<file path="src/rtl/farrow_pkg.sv">
package farrow_pkg;
  localparam int DEF_SUB  = 4;
  localparam int DEF_TAPS = 5;

  // Q1.14 subfilter taps, row m weights mu^m
  localparam logic signed [15:0] DEF_COEF [DEF_SUB][DEF_TAPS] = '{
    '{16'sd0,     16'sd0,     16'sd16384,  16'sd0,     16'sd0},
    '{16'sd0,    -16'sd8192,  16'sd0,      16'sd8192,  16'sd0},
    '{16'sd0,     16'sd8192, -16'sd16384,  16'sd8192,  16'sd0},
    '{-16'sd1365, 16'sd2731,  16'sd0,     -16'sd2731,  16'sd1365}
  };
endpackage

</file>
<file path="src/rtl/frc_phase_ctrl.sv">
module frc_phase_ctrl #(
  parameter int RATIO_W    = 10,
  parameter int RATIO_FRAC = 5,
  parameter int HALF       = 2,
  parameter int MU_W       = RATIO_FRAC + 1
) (
  input  logic               clk_i,
  input  logic               rst_ni,
  input  logic [RATIO_W-1:0] ratio_i,
  input  logic               in_valid_i,
  input  logic               adv_i,
  output logic               in_ready_o,
  output logic               load_o,
  output logic               emit_o,
  output logic [MU_W-1:0]    mu_o
);
  localparam int PW = RATIO_W + 3;
  localparam logic signed [PW-1:0] ONE_Q  = PW'(1) <<< RATIO_FRAC;
  localparam logic signed [PW-1:0] HALF_Q = PW'(1) <<< (RATIO_FRAC - 1);
  localparam logic signed [PW-1:0] P_INIT = PW'(HALF + 1) <<< RATIO_FRAC;

  // p = ideal output time minus index of the window centre sample
  logic signed [PW-1:0] p_q;
  logic signed [PW-1:0] step;
  logic                 need_in;

  assign step       = {{(PW-RATIO_W){1'b0}}, ratio_i};
  assign need_in    = (p_q >= HALF_Q);
  assign in_ready_o = need_in;
  assign load_o     = need_in & in_valid_i;
  assign emit_o     = ~need_in & adv_i;
  assign mu_o       = p_q[MU_W-1:0];

  always_ff @(posedge clk_i or negedge rst_ni) begin
    if (!rst_ni)     p_q <= P_INIT;
    else if (load_o) p_q <= p_q - ONE_Q;
    else if (emit_o) p_q <= p_q + step;
  end
endmodule

</file>
<file path="src/rtl/frc_tap_window.sv">
module frc_tap_window #(
  parameter int DATA_W = 16,
  parameter int TAPS   = 5
) (
  input  logic                     clk_i,
  input  logic                     rst_ni,
  input  logic                     load_i,
  input  logic signed [DATA_W-1:0] data_i,
  output logic signed [DATA_W-1:0] win_o [TAPS]
);
  // win_o[0] newest; reset zeros act as the leading taps
  for (genvar k = 0; k < TAPS; k++) begin : g_stage
    if (k == 0) begin : g_head
      always_ff @(posedge clk_i or negedge rst_ni) begin
        if (!rst_ni)     win_o[k] <= '0;
        else if (load_i) win_o[k] <= data_i;
      end
    end else begin : g_tail
      always_ff @(posedge clk_i or negedge rst_ni) begin
        if (!rst_ni)     win_o[k] <= '0;
        else if (load_i) win_o[k] <= win_o[k-1];
      end
    end
  end
endmodule

</file>
<file path="src/rtl/frc_subfilter_bank.sv">
module frc_subfilter_bank #(
  parameter int DATA_W  = 16,
  parameter int COEF_W  = 16,
  parameter int NUM_SUB = 4,
  parameter int TAPS    = 5,
  parameter int VW      = DATA_W + COEF_W + $clog2(TAPS) + 1,
  parameter logic signed [COEF_W-1:0] COEF [NUM_SUB][TAPS] = farrow_pkg::DEF_COEF
) (
  input  logic signed [DATA_W-1:0] win_i [TAPS],
  output logic signed [VW-1:0]     v_o   [NUM_SUB]
);
  for (genvar m = 0; m < NUM_SUB; m++) begin : g_sub
    logic signed [VW-1:0] sum;
    always_comb begin
      sum = '0;
      // tap j reads x[c-HALF+j], which sits at win_i[TAPS-1-j]
      for (int j = 0; j < TAPS; j++)
        sum = sum + VW'(COEF[m][j]) * VW'(win_i[TAPS-1-j]);
    end
    assign v_o[m] = sum;
  end
endmodule

</file>
<file path="src/rtl/frc_horner.sv">
module frc_horner #(
  parameter int DATA_W    = 16,
  parameter int VW        = 36,
  parameter int NUM_SUB   = 4,
  parameter int MU_W      = 6,
  parameter int MU_FRAC   = 5,
  parameter int COEF_FRAC = 14
) (
  input  logic signed [VW-1:0]     v_i [NUM_SUB],
  input  logic signed [MU_W-1:0]   mu_i,
  output logic signed [DATA_W-1:0] y_o
);
  localparam int SH    = COEF_FRAC + MU_FRAC * (NUM_SUB - 1);
  localparam int ACC_W = VW + (NUM_SUB - 1) * MU_W + 2;
  localparam logic signed [ACC_W-1:0] RND  = ACC_W'(1) <<< (SH - 1);
  localparam logic signed [ACC_W-1:0] MAXV = (ACC_W'(1) <<< (DATA_W - 1)) - ACC_W'(1);
  localparam logic signed [ACC_W-1:0] MINV = -MAXV - ACC_W'(1);

  logic signed [ACC_W-1:0] acc, mu_ext, rnd, shr;

  always_comb begin
    mu_ext = ACC_W'(mu_i);
    acc    = ACC_W'(v_i[NUM_SUB-1]);
    // keep full precision: align each lower term to the growing scale
    for (int m = NUM_SUB - 2; m >= 0; m--)
      acc = acc * mu_ext + (ACC_W'(v_i[m]) <<< (MU_FRAC * (NUM_SUB - 1 - m)));
    rnd = acc + RND;
    shr = rnd >>> SH;
    if (shr > MAXV)      y_o = MAXV[DATA_W-1:0];
    else if (shr < MINV) y_o = MINV[DATA_W-1:0];
    else                 y_o = shr[DATA_W-1:0];
  end
endmodule

</file>
<file path="src/rtl/farrow_src.sv">
module farrow_src #(
  parameter int DATA_W     = 16,
  parameter int RATIO_INT  = 5,
  parameter int RATIO_FRAC = 5,
  parameter int COEF_W     = 16,
  parameter int COEF_FRAC  = 14,
  parameter int NUM_SUB    = farrow_pkg::DEF_SUB,
  parameter int TAPS       = farrow_pkg::DEF_TAPS,
  parameter logic signed [COEF_W-1:0] COEF [NUM_SUB][TAPS] = farrow_pkg::DEF_COEF
) (
  input  logic                            clk_i,
  input  logic                            rst_ni,
  input  logic [RATIO_INT+RATIO_FRAC-1:0] ratio_i,
  input  logic                            in_valid_i,
  output logic                            in_ready_o,
  input  logic signed [DATA_W-1:0]        in_data_i,
  output logic                            out_valid_o,
  input  logic                            out_ready_i,
  output logic signed [DATA_W-1:0]        out_data_o,
  output logic signed [RATIO_FRAC:0]      out_mu_o
);
  localparam int RATIO_W = RATIO_INT + RATIO_FRAC;
  localparam int HALF    = (TAPS - 1) / 2;
  localparam int MU_W    = RATIO_FRAC + 1;
  localparam int VW      = DATA_W + COEF_W + $clog2(TAPS) + 1;

  logic                     adv, load, emit;
  logic [MU_W-1:0]          mu;
  logic signed [DATA_W-1:0] win [TAPS];
  logic signed [VW-1:0]     v   [NUM_SUB];
  logic signed [VW-1:0]     s1_v [NUM_SUB];
  logic signed [MU_W-1:0]   s1_mu;
  logic                     s1_valid;
  logic signed [DATA_W-1:0] y;

  assign adv = ~out_valid_o | out_ready_i;

  frc_phase_ctrl #(
    .RATIO_W(RATIO_W), .RATIO_FRAC(RATIO_FRAC), .HALF(HALF), .MU_W(MU_W)
  ) u_ctrl (
    .clk_i, .rst_ni, .ratio_i, .in_valid_i, .adv_i(adv),
    .in_ready_o, .load_o(load), .emit_o(emit), .mu_o(mu)
  );

  frc_tap_window #(.DATA_W(DATA_W), .TAPS(TAPS)) u_win (
    .clk_i, .rst_ni, .load_i(load), .data_i(in_data_i), .win_o(win)
  );

  frc_subfilter_bank #(
    .DATA_W(DATA_W), .COEF_W(COEF_W), .NUM_SUB(NUM_SUB), .TAPS(TAPS),
    .VW(VW), .COEF(COEF)
  ) u_bank (
    .win_i(win), .v_o(v)
  );

  // stage 1: subfilter results and mu
  for (genvar m = 0; m < NUM_SUB; m++) begin : g_s1
    always_ff @(posedge clk_i or negedge rst_ni) begin
      if (!rst_ni)          s1_v[m] <= '0;
      else if (adv && emit) s1_v[m] <= v[m];
    end
  end

  always_ff @(posedge clk_i or negedge rst_ni) begin
    if (!rst_ni) begin
      s1_valid <= 1'b0;
      s1_mu    <= '0;
    end else if (adv) begin
      s1_valid <= emit;
      if (emit) s1_mu <= mu;
    end
  end

  frc_horner #(
    .DATA_W(DATA_W), .VW(VW), .NUM_SUB(NUM_SUB), .MU_W(MU_W),
    .MU_FRAC(RATIO_FRAC), .COEF_FRAC(COEF_FRAC)
  ) u_horner (
    .v_i(s1_v), .mu_i(s1_mu), .y_o(y)
  );

  // stage 2: rounded output
  always_ff @(posedge clk_i or negedge rst_ni) begin
    if (!rst_ni) begin
      out_valid_o <= 1'b0;
      out_data_o  <= '0;
      out_mu_o    <= '0;
    end else if (adv) begin
      out_valid_o <= s1_valid;
      if (s1_valid) begin
        out_data_o <= y;
        out_mu_o   <= s1_mu;
      end
    end
  end
endmodule

</file>
<file path="config.mk">
export PLATFORM = sky130hd
export DESIGN_NAME = farrow_src
export DESIGN_NICKNAME = d
export VERILOG_FILES = /design/src/rtl/farrow_pkg.sv /design/src/rtl/frc_phase_ctrl.sv /design/src/rtl/frc_tap_window.sv /design/src/rtl/frc_subfilter_bank.sv /design/src/rtl/frc_horner.sv /design/src/rtl/farrow_src.sv
export SDC_FILE = /design/constraint.sdc
export NUM_CORES = 2
export LEC_CHECK = 0
export ABC_AREA = 1
export BUFFER_PORTS_ARGS = -buffer_cell sky130_fd_sc_hd__buf_2
export CAP_MARGIN = 10
export CORE_MARGIN = 3
export CORE_UTILIZATION = 65
export CTS_CLUSTER_SIZE = 8
export DETAILED_ROUTE_END_ITERATION = 10
export PLACE_DENSITY = 0.93
export SLEW_MARGIN = 10
export SYNTH_ARGS = -nofsm -noshare
export SYNTH_HDL_FRONTEND = slang
export SYNTH_SLANG_ARGS = --single-unit
</file>
<file path="constraint.sdc">
create_clock -name clk_i -period 14.6 [get_ports clk_i]
set_input_delay 2.92 -clock clk_i [delete_from_list [all_inputs] [get_ports clk_i]]
set_output_delay 2.92 -clock clk_i [all_outputs]
set_load 0.02 [all_outputs]
</file>
**Word-level counts from Yosys, hierarchy flattened**

Cells that the tools add are included.

- Add/sub/neg operators: 14
- Multipliers: 7
- Order comparisons: 3
- Mux-type cells: 4
- Bitwise operators: 5
- Reduce and logical (&&, ||, !) cells: 4

Operators with widths:

| kind | count |
|---|---|
| $mul 56x6->56 | 2 |
| $add 36x36->36 | 3 |
| $add 36x29->36 | 2 |
| $mul 13x16->29 const A | 2 |
| $add 56x30->56 const B | 1 |
| $add 56x45->56 | 1 |
| $add 56x46->56 | 1 |
| $mul 12x16->28 const A | 2 |
| $add 42x41->43 | 1 |
| $mul 36x6->42 | 1 |
| $add 29x36->36 | 1 |
| $mux 16 | 2 |
| $gt 27x16->1 const B | 1 |
| $lt 27x16->1 const B | 1 |
| $mux 13 | 2 |
| $neg 16->23 | 1 |
| $neg 16->22 | 1 |
| $add 13x11->13 | 1 |
| $ge 13x6->1 const B | 1 |
| $sub 13x7->13 const B | 1 |
| $reduce_and 2->1 | 2 |
| $and 1x1->1 | 2 |
| $not 1->1 | 2 |
| $reduce_bool 2->1 | 1 |
| other kinds (2) | 2 |

- Register bits: 247
- Bits of input ports: 30
- Output and inout bits: 24

**Logic depth before layout (Yosys ltp)**

- Depth in word-level cells: 10
- Gate-level depth with buffers: 80
- Mapped depth without buffers: 76

**Hierarchy**

From an unflattened synthesis, not the netlist that was laid out.

- Cell total of the unflattened synthesis: 8216
- Area total of the unflattened synthesis: 64282.9 um2

Modules (own cells, without submodules):

| module | times used | cells an instance | area each (um2) |
|---|---|---|---|
| frc_horner | 1 | 4078 | 29660.9 |
| frc_subfilter_bank | 1 | 2825 | 23294.8 |
| farrow_src | 1 | 753 | 6847.8 |
| frc_tap_window | 1 | 338 | 3052.9 |
| frc_phase_ctrl | 1 | 222 | 1426.4 |

**Least setup slack after synthesis**

OpenSTA, ideal clock, no wires.

- Path kind: reg2reg
- Start: register s1_mu[5]
- End: register out_data_o[0]
- Setup time: 117 ps
- Data arrival time: 13188 ps
- Setup slack: 1296 ps
- Stages on the path, launching flop included: 69
- Path buffers: 4
- Period minus slack after synthesis: 13304 ps
- Path through: dfrtp_1 > clkbuf_1 > clkinv_1 > clkbuf_1 > clkbuf_1 > nor2_1 > fa_1 > fa_1 > fa_1 > fa_1 > ha_1 > nand3_1 > nand2_1 > nand2_1 > nand2_1 > nand2_1 > nand2_1 > nand3_1 > (+33 left out) > ha_1 > nand2_1 > nor2_1 > inv_1 > nor2_1 > inv_1 > nor2_1 > nand3_1 > nand4_1 > nand2_1 > nor3_1 > and3_1 > nand4_1 > nand2_2 > buf_6 > nand2_1 > nand2_1 > nand2_1

- Longest elaborated chain between the ends: 10
- Elaborated cells on any way between the ends: 11

Ends and longest elaborated chain:

| element | line | text |
|---|---|---|
| from (decl) | farrow_src.sv:32 | `logic signed [MU_W-1:0] s1_mu;` |
| from (signal assigned) | farrow_src.sv:70 | `if (emit) s1_mu <= mu;` |
| $mul 36x6->42 | frc_horner.sv:26 | `acc = acc * mu_ext + (ACC_W'(v_i[m]) <<< (MU_FRAC * (NUM_SUB - 1 - m)));` |
| $add 42x41->43 | frc_horner.sv:26 |  |
| $mul 56x6->56 | frc_horner.sv:26 |  |
| $add 56x46->56 | frc_horner.sv:26 |  |
| $mul 56x6->56 (*) | frc_horner.sv:26 |  |
| $add 56x45->56 (*) | frc_horner.sv:26 |  |
| $add 56x30->56 (*) | frc_horner.sv:27 | `rnd = acc + RND;` |
| $lt 27x16->1 | frc_horner.sv:30 | `else if (shr < MINV) y_o = MINV[DATA_W-1:0];` |
| $mux 16 | frc_horner.sv:30 |  |
| $mux 16 (*) | frc_horner.sv:29 | `if (shr > MAXV) y_o = MAXV[DATA_W-1:0];` |
| to (signal assigned) | farrow_src.sv:90 | `out_data_o <= y;` |
| to (decl) | farrow_src.sv:19 | `output logic signed [DATA_W-1:0] out_data_o,` |

Every way passes the cells marked *; elsewhere a longest branch is shown, timed or not.
A chain may end at the register's enable or synchronous reset.

**Final worst setup path**

- Start: register s1_mu[1]
- End: register out_data_o[7]

Same word-level chain as after synthesis.

==> results <==
- For this run, the register share of the synthesized area comes to a little under a tenth.
- The setup slack after placement is -291.7 ps.
- The total routing resource utilization after global routing is 35.15%.
- The synthesized design contains 220 register bits.
- The wire length per cell after detailed routing is 19.40 µm.
- The number of instances in the synthesized netlist is approximately 7300.
- The number of global-route vias before repair is between 50000 and 60000.
- The count of endpoints failing setup in the final report is 0.
- Leaving out fill and tap cells, the most frequent cell in the layout is sky130_fd_sc_hd__inv_1.
- The number of warnings issued by yosys is 0.
- The cell repeated most along the worst path is sky130_fd_sc_hd__inv_1.
- The first global-routing pass estimated between 200 and 300 mm of wire.
- The worst setup path is launched from a flip-flop.
- The core outline area is between 80000 and 90000 µm².
- The slowest stage of the critical path is the sky130_fd_sc_hd__fa_1 cell.
- The endpoint type of the worst setup path is a flip-flop.
- The final number of hold-violating endpoints is 0.
- By startpoint and endpoint, the worst setup path is classified as flip-flop to flip-flop.
- Across the run, the number of max-cap violations was 0.
- The data arrival time of the critical path is around 15000 ps.
- The final routed DRC violation total is 0.
- The clock root buffer is sky130_fd_sc_hd__clkbuf_16.
- The maximum number of pins on one net before global-route repair is about 110.
- In this run, synthesis inferred 0 flip-flops with an integrated enable.
- Detailed routing inserted a total of approximately 50000 vias.
- The number of antenna violations at the first check in global routing came to 2.
- Setup repair after global routing could not meet its margin everywhere.
- The effective utilization at floorplan is 66.00%.
- The number of cells on the worst hold path is 2.
- The die covers between 90000 and 100000 µm².
- The maximum root-to-sink buffer count is 3.
- The critical path's largest stage delay is about 550 ps.
- Setup slack closes at about 180 ps.
- For the worst-skew pair, the clock arrives at the later sink with an insertion delay of 600 ps.
- Detailed placement ended at an HPWL of roughly 130 mm.
- The tightest min-delay check is of the flip-flop to flip-flop type.
- The area growth from synthesis to layout is 6.228%.
- The placed cell area is ~60000 µm².
- The maximum fanout along the worst path is 9.
- The detail route stage leaves a number of antenna-violating nets equal to 0.
- The max-slew violation count is 0.
- The run finished with clean final reports.
- In the synthesized netlist the dominant register cell turns out to be sky130_fd_sc_hd__dfrtp_1.
- At the end of the flow the core is filled with cells to 70.11%.
- In this run the number of H-tree levels came out at 2.
- The total clock buffers created by CTS is 35.
- Summing every instance area after synthesis gives 57610 µm².
- The number of antenna diodes is 0.
- The aggregate routed wire length is between 150 and 200 mm.
- The count of boundary I/O pins is 54.
- Summed over all layers, the global routing overflow is 0.
- The horizontal die dimension is approximately 300 µm.
- The CTS tree is done.
- Dividing the final minimum period by the clock period gives a little over nine tenths.
- The first TritonRoute pass finished after 10 iterations.
- The number of cell rows is approximately 110.
- The clock period could shrink to 14420 ps.
- In the final design database the tool counted around 9100 nets.
- The post-synth net total is around 9000.
- The synthesized netlist contains 55 unique library cells.
- The starting DRC count in detailed routing is slightly below 6000.
- The fraction of synthesis flops using an asynchronous set or reset pin is 100.0%.
- At the worst endpoint, the required time is about 15000 ps.
- The worst-margin pin slew is 1252 ps.
- The post-detailed-route via-to-cell ratio is between 5 and 6.
- The sink count of the clock tree is 220.
- The maximum clock skew at final layout is 49.70 ps.
- For this run, the top clock speed supported by timing is 0.06934 GHz.
- After routing the design area is around 61000 µm².
- The congestion estimate from routability-driven global placement came to between 1 and 1.5.
- In this run the tool buffered the top-level ports with 53 buffer cells.
- The mean area per synthesized cell is between 7 and 8 µm².
- The clock transition time at the flip-flop clock pins of the worst setup and hold paths is 70 ps.
- The fraction of layout cells with a size suffix above 1 is under 10%.
- The number of cells traversed by the worst register-to-register path is 66.
- The library cells used most frequently in the layout, excluding fill and tap cells, are sky130_fd_sc_hd__inv_1, sky130_fd_sc_hd__nand2_1, sky130_fd_sc_hd__fa_1.
- Measured against its own limit, the worst slew margin works out to between 10% and 20%.
- The die span in y is slightly above 300 µm.
==> stage by stage <==
step	setup TNS, ps	hold WS (ps)	instances
floorplan	0	430.6	7336
global placement	0	443.2	8465
detailed placement	-4104	462.4	8465
CTS	0	454.2	8524
global route	-3750	478.1	8552
finish	0	460.8	8552
==> kinds of logic after synthesis <==
family	after synthesis	synth area share, %
flip-flops	220	9.560
AND/OR/NAND/NOR	2388	16.63
adder cells (fa/ha/maj)	1682	48.95
AO/OA/AOI/OAI	800	7.508
buffers and inverters	1937	12.65
XOR/XNOR	309	4.697
==> cells in the mapped netlist, types with 3 or more instances <==
cell type / count / share of area [%]
sky130_fd_sc_hd__o31ai_1: 8 / 0.10
sky130_fd_sc_hd__buf_1: 6 / 0.039
sky130_fd_sc_hd__fa_1: 954 / 33
sky130_fd_sc_hd__nand3_1: 135 / 1.2
sky130_fd_sc_hd__nand2_2: 15 / 0.16
sky130_fd_sc_hd__nand2_1: 1527 / 9.9
sky130_fd_sc_hd__o21ai_1: 15 / 0.13
sky130_fd_sc_hd__and3_1: 8 / 0.087
sky130_fd_sc_hd__o21ai_0: 317 / 2.8
sky130_fd_sc_hd__o21bai_1: 15 / 0.20
sky130_fd_sc_hd__a31oi_1: 44 / 0.48
sky130_fd_sc_hd__inv_1: 1786 / 12
sky130_fd_sc_hd__nor2_1: 547 / 3.6
sky130_fd_sc_hd__o21a_1: 10 / 0.13
sky130_fd_sc_hd__clkinv_1: 3 / 0.020
sky130_fd_sc_hd__dfrtp_1: 218 / 9.5
sky130_fd_sc_hd__inv_2: 11 / 0.072
sky130_fd_sc_hd__xor2_1: 188 / 2.9
sky130_fd_sc_hd__nor2_2: 8 / 0.087
sky130_fd_sc_hd__clkbuf_1: 128 / 0.83
sky130_fd_sc_hd__nor3_1: 31 / 0.27
sky130_fd_sc_hd__nand4_1: 28 / 0.30
sky130_fd_sc_hd__a21boi_0: 11 / 0.14
sky130_fd_sc_hd__or2_2: 60 / 0.65
sky130_fd_sc_hd__o211ai_1: 5 / 0.065
sky130_fd_sc_hd__a21o_1: 16 / 0.21
sky130_fd_sc_hd__nor2_4: 3 / 0.059
sky130_fd_sc_hd__a21boi_1: 6 / 0.078
sky130_fd_sc_hd__a21oi_1: 329 / 2.9
sky130_fd_sc_hd__xnor2_1: 121 / 1.8
sky130_fd_sc_hd__nor4_1: 11 / 0.12
sky130_fd_sc_hd__o221ai_1: 6 / 0.091
sky130_fd_sc_hd__nand3b_1: 5 / 0.065
sky130_fd_sc_hd__a211oi_1: 4 / 0.052
sky130_fd_sc_hd__nand3_2: 4 / 0.069
sky130_fd_sc_hd__ha_1: 727 / 16
==> repair_timing <==
item,4_1_cts,5_1_grt
buffers inserted,4,26
cloned,0,2
resized for setup,14,134
hold endpoints to repair,0,0
hold buffers,0,0
setup endpoints to repair,15,16
pin swaps,1,17
==> worst max-delay path: cells and delay by family (launching register included) <==
kind,cells,cell delay (ps)
compound gates,9,1560
xor+xnor,1,290
fa+ha+maj,15,6990
flops,1,490
buf+inv,17,1710
simple gates,24,3210
==> routing by layer <==
metal	track usage [%]	wire length, µm	part of all wire (%)	up-vias
li1	-	-	-	22180
met1	48.48	64300	39	23970
met2	53.44	71540	43	3207
met3	8.810	20580	12	741
met4	14.23	9506	5.7	2
met5	0	8	0.0048	-
==> state kept, by name, summed over array words and instances (netlist names) <==
name / cells
out_data_o: 16
s1_mu: 6
u_win.win_o: 80
out_valid_o: 1
s1_valid: 1
u_ctrl.p_q: 13
s1_v: 97
out_mu_o: 6
==> layout make-up <==
type | instances | area, µm²
Tap cell | 1155 | 1445
Sequential cell | 220 | 5527
Inverter | 1800 | 6760
Timing Repair Buffer | 141 | 1007
Multi-Input combinational cell | 5181 | 45450
Clock inverter | 5 | 43.79
Fill cell | 6366 | 26090
Clock buffer | 50 | 972.2
==> worst paths after layout <==
check / to / slack [ps] / start
max: out_data_o[7] / 180 / s1_mu[1]
min: out_valid_o / 460 / s1_valid
max reg2reg: out_data_o[7] / 180 / s1_mu[1]
min reg2reg: out_valid_o / 460 / s1_valid
max in group asynchronous: s1_v[95] / 10480 / rst_ni
min in group asynchronous: out_data_o[15] / 2380 / rst_ni
Power is not shown: default switching activity piles up to over one toggle a cycle in this logic, so the estimate is an artifact.
